**config.mk**
```make
export PLATFORM = sky130hd
export DESIGN_NAME = cascade_timer
export DESIGN_NICKNAME = d
export VERILOG_FILES = /design/src/rtl/cascade_timer_pkg.sv /design/src/rtl/ct_prescaler.sv /design/src/rtl/ct_timer_unit.sv /design/src/rtl/cascade_timer.sv
export SDC_FILE = /design/constraint.sdc
export NUM_CORES = 1
export LEC_CHECK = 0
export ABC_AREA = 1
export CAP_MARGIN = 20
export CORE_MARGIN = 2
export CORE_UTILIZATION = 57
export CTS_BUF_LIST = sky130_fd_sc_hd__clkbuf_8
export CTS_CLUSTER_DIAMETER = 60
export DETAILED_ROUTE_END_ITERATION = 10
export PLACE_DENSITY = 0.88
export SLEW_MARGIN = 30
export SYNTH_ARGS = -nofsm -noshare
export SYNTH_HDL_FRONTEND = slang
export SYNTH_SLANG_ARGS = --single-unit
export TNS_END_PERCENT = 20
```
**constraint.sdc**
```tcl
create_clock -name clk_i -period 4.1 [get_ports clk_i]
set_input_delay 1.23 -clock clk_i [delete_from_list [all_inputs] [get_ports clk_i]]
set_output_delay 1.23 -clock clk_i [all_outputs]
set_load 0.05 [all_outputs]
```
**src/rtl/cascade_timer_pkg.sv**
```systemverilog
package cascade_timer_pkg;
  localparam int unsigned CNT_W = 8;
  localparam int unsigned N_TMR = 2;
  localparam int unsigned N_SRC = 4;

  typedef enum logic {MODE_HOLD = 1'b0, MODE_RUN = 1'b1} tmr_mode_e;
  typedef enum logic {ACT_NOP = 1'b0, ACT_CLR = 1'b1} tmr_act_e;
  typedef enum logic [1:0] {
    SRC_FIX_A = 2'd0,
    SRC_FIX_B = 2'd1,
    SRC_PRESC = 2'd2,
    SRC_CHAIN = 2'd3
  } tmr_src_e;

  // field order fixes the bit layout of the control word
  typedef struct packed {
    tmr_src_e         src;
    tmr_act_e         act;
    tmr_mode_e        mode;
    logic [CNT_W-1:0] div;
  } tmr_cfg_t;

  localparam int unsigned CFG_W = $bits(tmr_cfg_t);
endpackage

```
**src/rtl/ct_prescaler.sv**
```systemverilog
module ct_prescaler #(
  parameter int unsigned PW = 16
) (
  input  logic          clk_i,
  input  logic          rst_ni,
  input  logic          we_i,
  input  logic [PW-1:0] reload_i,
  output logic          tick_o,
  output logic [PW-1:0] cnt_o
);
  logic [PW-1:0] reload_q, cnt_q, cnt_d;

  assign tick_o = (cnt_q <= PW'(1));

  always_comb begin
    if (we_i)        cnt_d = reload_i;
    else if (tick_o) cnt_d = reload_q;
    else             cnt_d = cnt_q - PW'(1);
  end

  always_ff @(posedge clk_i or negedge rst_ni) begin
    if (!rst_ni) begin
      reload_q <= '0;
      cnt_q    <= '0;
    end else begin
      if (we_i) reload_q <= reload_i;
      cnt_q <= cnt_d;
    end
  end

  assign cnt_o = cnt_q;


  presc_bound_chk: assert property (@(posedge clk_i) disable iff (!rst_ni)
    cnt_q <= reload_q);


  presc_wrap_chk: assert property (@(posedge clk_i) disable iff (!rst_ni)
    (tick_o && !we_i) |=> (cnt_q == $past(reload_q)));
endmodule

```
**src/rtl/ct_timer_unit.sv**
```systemverilog
module ct_timer_unit
  import cascade_timer_pkg::*;
(
  input  logic             clk_i,
  input  logic             rst_ni,
  input  logic             cfg_we_i,
  input  tmr_cfg_t         cfg_i,
  input  logic [N_SRC-1:0] src_i,
  output logic             uf_o,
  output logic [CNT_W-1:0] cnt_o,
  output logic             irq_o
);
  logic [CNT_W-1:0] div_q, cnt_q, cnt_d;
  tmr_mode_e        mode_q;
  tmr_src_e         src_q;
  logic             irq_q;
  logic             tick, load, step, uf, clr;

  assign tick = src_i[src_q];
  assign load = cfg_we_i && (cfg_i.mode == MODE_HOLD);
  assign step = (mode_q == MODE_RUN) && tick && !load;
  assign uf   = step && (cnt_q == CNT_W'(1));
  assign clr  = cfg_we_i && (cfg_i.act == ACT_CLR);

  always_comb begin
    if (load)      cnt_d = cfg_i.div;
    else if (uf)   cnt_d = div_q;
    else if (step) cnt_d = cnt_q - CNT_W'(1);
    else           cnt_d = cnt_q;
  end

  always_ff @(posedge clk_i or negedge rst_ni) begin
    if (!rst_ni) begin
      div_q  <= '0;
      mode_q <= MODE_HOLD;
      src_q  <= SRC_FIX_A;
      cnt_q  <= '0;
      irq_q  <= 1'b0;
    end else begin
      if (cfg_we_i) begin
        div_q  <= cfg_i.div;
        mode_q <= cfg_i.mode;
        src_q  <= cfg_i.src;
      end
      cnt_q <= cnt_d;
      irq_q <= uf | (irq_q & ~clr);  // underflow wins over clear
    end
  end

  assign uf_o  = uf;
  assign cnt_o = cnt_q;
  assign irq_o = irq_q;


  reload_on_uf_chk: assert property (@(posedge clk_i) disable iff (!rst_ni)
    uf |=> (cnt_q == $past(div_q)));


  flag_set_chk: assert property (@(posedge clk_i) disable iff (!rst_ni)
    uf |=> irq_q);


  flag_sticky_chk: assert property (@(posedge clk_i) disable iff (!rst_ni)
    (irq_q && !clr) |=> irq_q);


  hold_frozen_chk: assert property (@(posedge clk_i) disable iff (!rst_ni)
    (mode_q == MODE_HOLD && !cfg_we_i) |=> $stable(cnt_q));
endmodule

```
**src/rtl/cascade_timer.sv**
```systemverilog
module cascade_timer
  import cascade_timer_pkg::*;
#(
  parameter int unsigned PRESC_W = 16
) (
  input  logic                   clk_i,
  input  logic                   rst_ni,
  input  logic                   ctrl_we_i,
  input  logic [N_TMR*CFG_W-1:0] ctrl_wdata_i,
  input  logic                   presc_we_i,
  input  logic [PRESC_W-1:0]     presc_wdata_i,
  input  logic [1:0]             fix_tick_i,
  output logic [PRESC_W-1:0]     presc_cnt_o,
  output logic [N_TMR*CNT_W-1:0] tmr_cnt_o,
  output logic [N_TMR-1:0]       irq_o
);
  logic             flex_tick;
  logic [N_TMR-1:0] uf, chain;

  ct_prescaler #(.PW(PRESC_W)) i_presc (
    .clk_i    (clk_i),
    .rst_ni   (rst_ni),
    .we_i     (presc_we_i),
    .reload_i (presc_wdata_i),
    .tick_o   (flex_tick),
    .cnt_o    (presc_cnt_o)
  );

  for (genvar g = 0; g < N_TMR; g++) begin : g_tmr
    tmr_cfg_t         cfg;
    logic [N_SRC-1:0] src;

    if (g == 0) begin : g_head
      assign chain[g] = 1'b0;
    end else begin : g_link
      assign chain[g] = uf[g-1];
    end

    assign cfg = tmr_cfg_t'(ctrl_wdata_i[g*CFG_W +: CFG_W]);
    assign src = {chain[g], flex_tick, fix_tick_i};

    ct_timer_unit i_unit (
      .clk_i    (clk_i),
      .rst_ni   (rst_ni),
      .cfg_we_i (ctrl_we_i),
      .cfg_i    (cfg),
      .src_i    (src),
      .uf_o     (uf[g]),
      .cnt_o    (tmr_cnt_o[g*CNT_W +: CNT_W]),
      .irq_o    (irq_o[g])
    );
  end
endmodule

```
==> results.md <==
* Result of the run: completed
* Final setup TNS at 0 ns
* Net count reported at finish at roughly 610
* Total power per unit cell area at 476 mW/mm²
* Sequential share of the synthesized area at 0.471
* Hold Path End: i_presc.reload_q[5]$_DFFE_PN0P_
* Post-CTS setup buffer count at 0
* Share of cells above drive strength 1 at 0.0832
* Number of antenna violations at the first check in global routing at 0
* First drt pass iteration count at 5
* Prevailing post-synth register cell: dfrtp_1
* Crit-path cells: clkdlybuf4s50_1, inv_4, nor2_1, buf_4, inv_2, nand4_2, nor2_1, nor2_1, nor2_2, nor2_1, inv_2, nor2_1, a21oi_1
* Number of distinct standard cells referenced by the synthesized netlist at 36
* Number of buffers and inverters on the critical path at 5
* Number of antenna-violating nets in the routed design at 0
* All-Layer GR Usage at 0.266
* Layout Utilization at 0.759
* Setup slack of the worst register-to-register path at between 1.5 and 2 ns
* Wire length of the first global-routing pass at 15.7 mm
* Clock period minus worst slack at ~3.2 ns
* Wire length after detailed routing at around 9.3 mm
* Wire length per cell after detailed routing at between 10 and 15 µm
* Starting density of the core at 0.596
* Maximum fanout encountered on the critical timing path at 12
* Most common library cells after synthesis: nand2_1, dfrtp_1, o21ai_0, inv_1, nor2_1
* Hold violation total from the final report at 0
* Area contributors post-synth: dfrtp_1, nand2_1, o21ai_0
* Worst Tran Pin Value at approximately 0.64 ns
* Maximum resistive drop on vdd at between 0.2 and 0.3 mV
* Post-Syn Nets at roughly 540
* Buffers from clock root to sink, at most at 2
* CTS clock-pin slew for the worst setup and hold paths at ~0.07 ns
* Area added between synthesis and finish at 27.3%
* First DRT Iteration DRCs at approximately 250
* Via count of the routed design at roughly 3600
* Share of the clock period used by the worst path at 0.781
* Critical Path Most Common Cell: nor2_1
* Fill cell total of the finished layout at 450
* Library cell with the largest summed area after synthesis: dfrtp_1
* Quantity of gates resized following cts at 0
* Mean number of vias per cell at 5.57
* Achievable frequency at 312 MHz
* Total of buffers placed on input and output ports at 79
* Floorplan core area at 0.00642 mm²
* Startpoint of the most critical setup path: ctrl_we_i
* Total I/O pin count at 80
* RD Place Congestion at 0.887
* Max incr delay on CP at 0.53 ns
* Hold WS at 0.471 ns
* TritonCTS clock tree: done
* Required time of the critical path at around 4.3 ns
* TritonCTS Buffers at 9
* Cell count of the worst reg-to-reg path at 16
* Vias in the first global route at 3534
* HP Start: i_presc.reload_q[5]$_DFFE_PN0P_
* Antenna cells at 0
* Die area at between 0.007 and 0.008 mm²
* Cell at the root of the clock tree: clkbuf_8
* Reg2reg start: i_presc.cnt_o[0]$_DFF_PN0_
* Site row count at 29
* Final worst slack at approximately 0.90 ns
* Netlist area before placement at approximately 0.0038 mm²
* Number of remaining DRC errors at 0
* # hold bufs at CTS at 0
* Congestion Overflow GR at 0
* CP max stage cell: clkdlybuf4s50_1
* Final number of setup-violating endpoints at 0
* Number of levels in the clock H-tree at 3
* Crit-path leading delay family: simple AND/OR/NAND/NOR gates
* Count of cells along the worst hold path at 2
* Avg Synthesized Cell Area at slightly below 8 µm²
* Warnings from Yosys at 0
* Worst hold path type: flip-flop to flip-flop
* Endpoint of the worst-slack reg-to-reg timing path: g_tmr[1].i_unit.cnt_o[5]$_DFFE_PN0P_
* Setup repair after global routing missed its margin: no
* Critical Path Sink Type: flip-flop
* Share of the synthesized area in the top cell type at 0.471
* Number of max-slew violations in the final report at 0
* Worst slew margin relative to its limit at 0.572
* Number of maximum-capacitance constraint violations at 0
* Static power due to leakage at between 2 and 2.5 nW
* Total of flip-flops plus latches after synthesis at 72
* Fraction of synthesis flops using an asynchronous set or reset pin at 1.00
* Startpoint type of the worst setup path: input port
* EDFF count, synth at 0
* Post-place setup slack at roughly 0.72 ns
* Die width at 85.9 µm
* Instance count of the mapped netlist at ~480
* Largest net degree at the start of global routing at 37
* CTS sink count at a little over 70
* Crit Path Category: input port to flip-flop
* Insertion delay to the later sink of the worst-skew pair at ~0.34 ns
* Post-detailed-placement half-perimeter wirelength at roughly 6.7 mm
* Most frequently used cell type in the post-synthesis netlist: nand2_1
* Y dimension of the die at roughly 86 µm
* Final setup skew at around 0.0086 ns
* Worst endpoint data arrival time at about 3.4 ns
worst min-delay path: cells and delay by family (launching register included):
kind | cells | cell delay, ns
DFF | 1 | 0.34
and+or+nand+nor | 2 | 0.10
worst max path at each step:
stage / depth (start not counted) / end / slack [ns]
floorplan: 12 / g_tmr[1].i_unit.cnt_o[5]$_DFFE_PN0P_ / 1.60
global placement: 13 / g_tmr[1].i_unit.cnt_o[5]$_DFFE_PN0P_ / 0.81
detailed placement: 13 / g_tmr[1].i_unit.cnt_o[5]$_DFFE_PN0P_ / 0.72
CTS: 13 / g_tmr[1].i_unit.cnt_o[5]$_DFFE_PN0P_ / 0.99
global route: 13 / g_tmr[1].i_unit.cnt_o[5]$_DFFE_PN0P_ / 0.85
finish: 13 / g_tmr[1].i_unit.cnt_o[5]$_DFFE_PN0P_ / 0.90
cells by family (layout without fill, tap and decap cells):
family / count (synthesis) / after routing / synth area share
and+or+nand+nor: 236 / 236 / 0.263
AOI/OAI and AO/OA: 87 / 87 / 0.140
DFF: 72 / 72 / 0.471
buffers and inverters: 66 / 148 / 0.0706
xor gates and xnor gates: 16 / 16 / 0.0366
adders and majority gates: 6 / 6 / 0.0196
registers in the layout, summed over array words and instances, names as in the netlist:
signal / flops
g_tmr.i_unit.cnt_o: 16
g_tmr.i_unit.div_q: 16
i_presc.cnt_o: 16
i_presc.reload_q: 16
g_tmr.i_unit.src_q: 4
g_tmr.i_unit.irq_o: 2
g_tmr.i_unit.mode_q: 2
cell usage in the layout (no fill, tap or decap), drive strengths merged, types with 9 or more instances in the layout:
master         Yosys  layout
a21oi             11      11
clkbuf            11      11
clkdlybuf4s50      0      78
dfrtp             72      72
inv               49      49
nand2            157     157
nand3             19      19
nor2              49      49
o211ai            15      15
o21ai             53      53
xor2               9       9
power breakdown:
part / switching (W) / internal (W)
Combinational: 0.000532 / 0.000305
Sequential: 0.000111 / 0.000809
Clock: 0.000258 / 0.000307
layer usage:
metal | wire length, µm | GRT usage
met2 | 4550 | 0.444
met4 | 269 | 0.121
met3 | 588 | 0.0356
met5 | 0 | 0
met1 | 3940 | 0.345
per-stage QoR:
stage	instances	instance area [µm²]	total power, W
after floorplan	483	3830	0.00147
after global placement	628	4670	0.00173
after detailed placement	628	4670	0.00175
after CTS	642	4860	0.00231
after global routing	642	4870	0.00243
final	642	4870	0.00232
layout make-up:
class	count	area (µm²)	share of cell area
Multi-Input combinational cell	345	1760	0.362
Clock inverter	3	42.5	0.00873
Sequential cell	72	1800	0.370
Tap cell	77	96.3	0.0198
Timing Repair Buffer	85	831	0.170
Clock buffer	11	151	0.0311
Inverter	49	186	0.0383
Note: power is estimated with default switching activity, not from simulation.
